### src/rtl/decade_pkg.sv
package decade_pkg;
  localparam int DIGIT_W   = 4;
  localparam int TOP_DIGIT = 9;

  typedef enum logic {
    WRAP_RELOAD_AT_NINE = 1'b0,
    WRAP_CLEAR_AT_TEN   = 1'b1
  } wrap_e;

  // strobes from the decoder to the binary counter
  typedef struct packed {
    logic               loadStb;
    logic               incStb;
    logic               clearStb;
    logic [DIGIT_W-1:0] loadValue;
  } ctrl_t;
endpackage

### src/rtl/decade_control.sv
module decade_control
  import decade_pkg::*;
#(
  parameter wrap_e WRAP_MODE = WRAP_RELOAD_AT_NINE
) (
  input  logic               countEn,
  input  logic               loadEn,
  input  logic [DIGIT_W-1:0] loadData,
  input  logic [DIGIT_W-1:0] rawState,
  output ctrl_t              strobes
);
  localparam logic [DIGIT_W-1:0] NINE = DIGIT_W'(TOP_DIGIT);
  localparam logic [DIGIT_W-1:0] TEN  = DIGIT_W'(TOP_DIGIT + 1);

  generate
    if (WRAP_MODE == WRAP_RELOAD_AT_NINE) begin : g_reload
      logic wrapHit;
      assign wrapHit = (rawState == NINE) && countEn;
      always_comb begin
        strobes.incStb    = countEn;
        strobes.clearStb  = 1'b0;
        // external load has priority over the internal zero reload
        strobes.loadStb   = loadEn | wrapHit;
        strobes.loadValue = loadEn ? loadData : '0;
      end
    end else begin : g_clear
      logic overShoot;
      assign overShoot = (rawState == TEN);
      always_comb begin
        strobes.incStb    = countEn;
        strobes.clearStb  = overShoot;
        strobes.loadStb   = loadEn;
        strobes.loadValue = loadData;
      end
    end
  endgenerate
endmodule

### src/rtl/decade_datapath.sv
module decade_datapath
  import decade_pkg::*;
(
  input  logic               clk,
  input  logic               rst,
  input  ctrl_t              strobes,
  output logic [DIGIT_W-1:0] rawState,
  output logic [DIGIT_W-1:0] shownState
);
  logic [DIGIT_W-1:0] stateQ;
  logic [DIGIT_W-1:0] baseVal;
  logic [DIGIT_W-1:0] stateD;

  // a cleared state behaves as zero both on the output and as the count base
  assign baseVal = strobes.clearStb ? '0 : stateQ;

  always_comb begin
    if (strobes.loadStb)     stateD = strobes.loadValue;
    else if (strobes.incStb) stateD = baseVal + DIGIT_W'(1);
    else                     stateD = baseVal;
  end

  always_ff @(posedge clk) begin
    if (rst) stateQ <= '0;
    else     stateQ <= stateD;
  end

  assign rawState   = stateQ;
  assign shownState = baseVal;
endmodule

### src/rtl/decade_counter.sv
module decade_counter
  import decade_pkg::*;
#(
  parameter wrap_e WRAP_MODE = WRAP_RELOAD_AT_NINE
) (
  input  logic         clk,
  input  logic         rst,
  input  logic         countEn,
  input  logic         loadEn,
  input  logic [3:0]   loadData,
  output logic [3:0]   digit,
  output logic         carryOut
);
  ctrl_t              strobes;
  logic [DIGIT_W-1:0] rawState;
  logic [DIGIT_W-1:0] shownState;

  decade_control #(.WRAP_MODE(WRAP_MODE)) u_ctrl (
    .countEn (countEn),
    .loadEn  (loadEn),
    .loadData(loadData),
    .rawState(rawState),
    .strobes (strobes)
  );

  decade_datapath u_dp (
    .clk       (clk),
    .rst       (rst),
    .strobes   (strobes),
    .rawState  (rawState),
    .shownState(shownState)
  );

  assign digit    = shownState;
  assign carryOut = (shownState == DIGIT_W'(TOP_DIGIT)) && countEn;
endmodule

### config.mk
export PLATFORM = sky130hd
export DESIGN_NAME = decade_counter
export DESIGN_NICKNAME = d
export VERILOG_FILES = /design/src/rtl/decade_pkg.sv /design/src/rtl/decade_control.sv /design/src/rtl/decade_datapath.sv /design/src/rtl/decade_counter.sv
export SDC_FILE = /design/constraint.sdc
export NUM_CORES = 1
export LEC_CHECK = 0
export BUFFER_PORTS_ARGS = -buffer_cell sky130_fd_sc_hd__buf_2
export CORE_AREA = 2 2 39 41
export DETAILED_ROUTE_END_ITERATION = 12
export DIE_AREA = 0 0 41 43
export GPL_TIMING_DRIVEN = 0
export PLACE_DENSITY = 0.45
export SLEW_MARGIN = 20
export SYNTH_ARGS = -nofsm -noshare
export SYNTH_HDL_FRONTEND = slang
export SYNTH_SLANG_ARGS = --single-unit
### constraint.sdc
create_clock -name clk -period 2.05 [get_ports clk]
set_clock_uncertainty 0.05 [all_clocks]
set_input_delay 0.3075 -clock clk [delete_from_list [all_inputs] [get_ports clk]]
set_output_delay 0.3075 -clock clk [all_outputs]
set_load 0.01 [all_outputs]
# [After elaboration in Yosys (flattened, before gate mapping)]
# Index checks and enable logic that the tools add are counted.
# W data, S select, Z words.
[op_classes] add_sub_neg=1 n_mul=0 div=0 n_lt_le_gt_ge=0 eq_ne=1 shifts=0 mux=3 n_bitwise=1 n_reduce_logical=2
[op_table] cell="$mux W4" n=3
[op_table] cell="$add A4 B1 Y4 const B" n=1
[op_table] cell="$eq A4 B4 Y1 const B" n=1
[op_table] cell="$reduce_bool A2 Y1" n=1
[op_table] cell="$logic_and A1 B1 Y1" n=1
[op_table] cell="$or A1 B1 Y1" n=1
[totals] ff_bits=4 latch_bits=0 ramBits=0 romBits=0 inputBits=8 output_inout_bits=5 wordCells=9 n_memories=0

# [Depth between registers and ports, before layout]
[depth] word_depth=4 mapped_depth=5 mapped_depth_nobuf=5

# [By module]
# A second synthesis with hierarchy kept.
[hier_totals] cells_unflattened=40 area_unflattened_um2=332.8
[modules_own_cells] mod="decade_datapath" n_inst=1 cells_each=29 area_each_um2=255.2 seq_area_each_um2=80.1
[modules_own_cells] mod="decade_control" n_inst=1 cells_each=9 area_each_um2=65.1 seq_area_each_um2=0.0
[modules_own_cells] mod="decade_counter" n_inst=1 cells_each=2 area_each_um2=12.5 seq_area_each_um2=0.0

# [Worst setup path before layout]
# Ideal clock, no wire load.
[synth_timing] path_kind="register -> register" from="register u_dp.stateQ[1], in the netlist u_dp.rawState[1]" to="register u_dp.stateQ[3], in the netlist u_dp.rawState[3]" arrival_time_ps=1440 slack_ps=491 path_stages_with_launch=6 period_less_slack_ps=1559 path_cell_list="dfxtp_1 inv_1 ha_1 and4b_4 or4_1 o21ai_1"
[synth_via] elab_chain_len=4 elab_cells_between_ends=7 classes_between="1 x add/sub; 1 x eq/ne; 2 x mux; 1 x bitwise; 2 x reduce/logical"
[synth_rtl] item="start: declaration" line_no="decade_datapath.sv:10" rtl="logic [DIGIT_W-1:0] stateQ;"
[synth_rtl] item="start signal: assignment" line_no="decade_datapath.sv:25" rtl="else stateQ <= stateD;"
[synth_rtl] item="$eq A4 B4 Y1 (*)"
[synth_rtl] item="$logic_and A1 B1 Y1 (*)"
[synth_rtl] item="named net carryOut" line_no="decade_counter.sv:12" rtl="output logic carryOut"
[synth_rtl] item="$or A1 B1 Y1 (*)" line_no="decade_control.sv:23" rtl="strobes.loadStb = loadEn | wrapHit;"
[synth_rtl] item="$mux W4 / $reduce_bool A2 Y1 (equally long branches)"
# The timed path passes the listed nets; every way through them passes the cells marked *. The select of a mux whose other input is x is not followed.
# A chain may end at the register's enable or synchronous reset.

# [Final worst setup path]
[layout_timing] from="register u_dp.stateQ[0], in the netlist u_dp.rawState[0]" to="output port carryOut"
[layout_via] elab_chain_len=2
[layout_rtl] item="$eq A4 B4 Y1" line_no="decade_counter.sv:35" rtl="assign carryOut = (shownState == DIGIT_W'(TOP_DIGIT)) && countEn;"
[layout_rtl] item="$logic_and A1 B1 Y1" line_no="decade_counter.sv:35"
[layout_rtl] item="end: declaration" line_no="decade_counter.sv:12"
# Every way passes these cells.

==> impl_summary.log <==
[metrics] result of the run: completed
[metrics] synthesized cell area: ~250 sq um
[metrics] count of final hold-check violations: 0
[metrics] worst setup path class: register to output pin
[metrics] category of the worst setup path capture point: output pin
[metrics] number of gates resized after cts: 0
[metrics] top cell type by total area after synthesis: dfxtp_1
[metrics] top cells by area, synth: dfxtp_1 (32%), ha_1 (10%), a21oi_1 (6.1%), and4b_4 (5.6%), a2111o_1 (4.6%)
[metrics] clock-pin slew on the worst setup and hold paths: 0.04 ns
[metrics] number of nets in the final layout: 55
[metrics] synth-to-layout area growth: 41.6%
[metrics] pin count of the biggest net entering global routing: 9
[metrics] minimum clock period: about 1.6 ns
[metrics] later-pin clock latency in the skew report: around 0.24 ns
[metrics] HPWL after detailed placement: between 400 and 500 um
[metrics] top-area cell type share of the netlist area: 0.325
[metrics] Mapped Nets: 38
[metrics] first-pass GRT wire length: just under 900 um
[metrics] Max-Cap Viols: 0
[metrics] die height: about 43 um
[metrics] buffer type at the clock tree root: clkbuf_4
[metrics] highest fanout seen on the critical path: 6
[metrics] Total GRT Usage: 0.0803
[metrics] drt via density: about 4.5
[metrics] hold bufs inserted after CTS: 0
[metrics] Worst Tran Pin Value: 0.233 ns
[metrics] mean routed wirelength per cell: 10.4 um
[metrics] Finish-stage setup viols: 0
[metrics] detailed-route via count: 267
[metrics] Top-Level Pins: 13
[metrics] TritonCTS clock tree: yes
[metrics] Std-Cell Rows: 14
[metrics] power per cell area: around 680 nW/um^2
[metrics] Synth Area per Inst: 8.80 sq um
[metrics] worst slew margin relative to its limit: 0.844
[metrics] number of buffers inserted to repair setup after CTS: 0
[metrics] Clock Path Buffers: 2
[metrics] Final period util: 0.804
[metrics] final-report max-slew violation count: 0
[metrics] placeable core region: between 1000 and 1500 sq um
[metrics] number of buffers added by the clock tree synthesis step: 3
[metrics] GP Congestion: roughly 0.59
[metrics] Max Fclk: roughly 610 MHz
[metrics] static power due to leakage: 0.162 nW
[metrics] distinct cell type count of the synthesized netlist: 18
[metrics] path depth of the worst reg2reg path: 5
[metrics] post-route antenna net violation count: 0
[metrics] proportion of layout cells with a drive suffix above 1: 0.395
[metrics] commonest non-fill, non-tap cell in the layout: buf_2
[metrics] total grt overflow: 0
[metrics] number of H-tree levels: 1
[metrics] floorplan die width: approximately 41 um
[metrics] Buffers on Ports: 12
[metrics] ant diodes: 0
[metrics] starting utilization of the core area: 0.178
[metrics] number of antenna violations at the first check in global routing: 0
[metrics] number of flip-flops in the largest register: 4
[metrics] DR pass1 iterations: 2
[metrics] commonest non-fill, non-tap cells in the layout: buf_2 (12), dfxtp_1 (4), nand2_1 (3), a21oi_1 (3), clkbuf_4 (3)
[metrics] Worst setup SP type: register
[metrics] fraction of the yosys area taken by sequential cells: 0.325
[metrics] unrepaired setup endpoints after global routing: no
[metrics] synthesized instance count: 28
[metrics] Residual DRC: 0
[metrics] routed wire length: roughly 610 um
[metrics] tightest hold margin: roughly 0.24 ns
[metrics] Seq cells post-synth: 4
[metrics] crit path DAT: 1.29 ns
[metrics] area of the die: between 1500 and 2000 sq um
[metrics] sum of negative setup slack: 0 ns
[metrics] hold path depth: 2
[metrics] endpoint required time on the critical path: 1.69 ns
[metrics] number of clock sinks seen by CTS: 4
[metrics] via count of the first global-routing pass: about 220
[metrics] Hold/Removal Path Class: input port to register
[metrics] number of warnings reported in the yosys synthesis log: 0
[metrics] number of DRC markers in iteration 0: 4
[metrics] IR drop worst, VDD: roughly 180 uV
==> report_power, final <==
group | internal (mW) | total, mW | leakage, nW | switching, mW
clock network | 0.0658 | 0.103 | 0.0138 | 0.0368
registers | 0.0842 | 0.0932 | 0.0332 | 0.00897
logic | 0.0213 | 0.0407 | 0.115 | 0.0194
total | 0.171 | 0.236 | 0.162 | 0.0651
==> Yosys cell counts <==
cell / number
a2111o_1: 1
xnor2_1: 1
nand4_1: 1
a21oi_1: 3
a21boi_0: 1
a211o_1: 1
inv_1: 2
or3_1: 1
nand3b_1: 1
o21ai_1: 1
ha_1: 2
and4b_4: 1
nor2_1: 2
or4_1: 1
a31o_2: 1
dfxtp_1: 4
nand2_1: 3
a221oi_1: 1
==> worst max-delay path: stages (launching register included) <==
cell,delay (ns)
dfxtp_1,0.44
ha_1,0.21
and4b_4,0.27
buf_2,0.13
==> final timing paths <==
kind | slack (ns) | endpoint | from
worst max register to register | 0.47 | u_dp.rawState[3] | u_dp.rawState[1]
worst max-delay path | 0.40 | carryOut | u_dp.rawState[0]
worst min-delay path | 0.24 | u_dp.rawState[1] | rst
worst min register to register | 0.57 | u_dp.rawState[2] | u_dp.rawState[2]
==> area by class of cell <==
cell class / count / area (sq um)
clock buffers: 3 / 22.5
well taps: 16 / 20.0
multi-input cells: 22 / 159
flip-flops and latches: 4 / 80.1
repair buffers: 12 / 60.1
fillers: 155 / 1030
inverters: 2 / 7.51
==> per-layer routing <==
metal  GRT usage  vias up  part of all wire
li1            -      141                 -
met1       0.113      113              0.48
met2      0.0844       11              0.39
met3      0.0314        2             0.098
met4      0.0800        0             0.031
met5           0        -                 0
==> cells by family after synthesis <==
kind of cell | count (synthesis) | synth area share
and+or+nand+nor | 10 | 0.244
AOI/OAI and AO/OA | 9 | 0.264
DFF | 4 | 0.325
buffers and inverters | 2 | 0.0305
adders and majority gates | 2 | 0.102
xor gates and xnor gates | 1 | 0.0355
==> through the flow <==
step           total power [mW]  worst slack (ns)  cells  utilization  cell area [sq um]
3_3_place_gp              0.135             0.479     56        0.236                327
5_1_grt                   0.248             0.348     59        0.252                349
3_5_place_dp              0.135             0.487     56        0.236                327
6_report                  0.236             0.402     59        0.252                349
2_1_floorplan             0.115             0.491     28            -                246
4_1_cts                   0.239             0.402     59        0.252                349
Note: power is estimated with default switching activity, not from simulation.
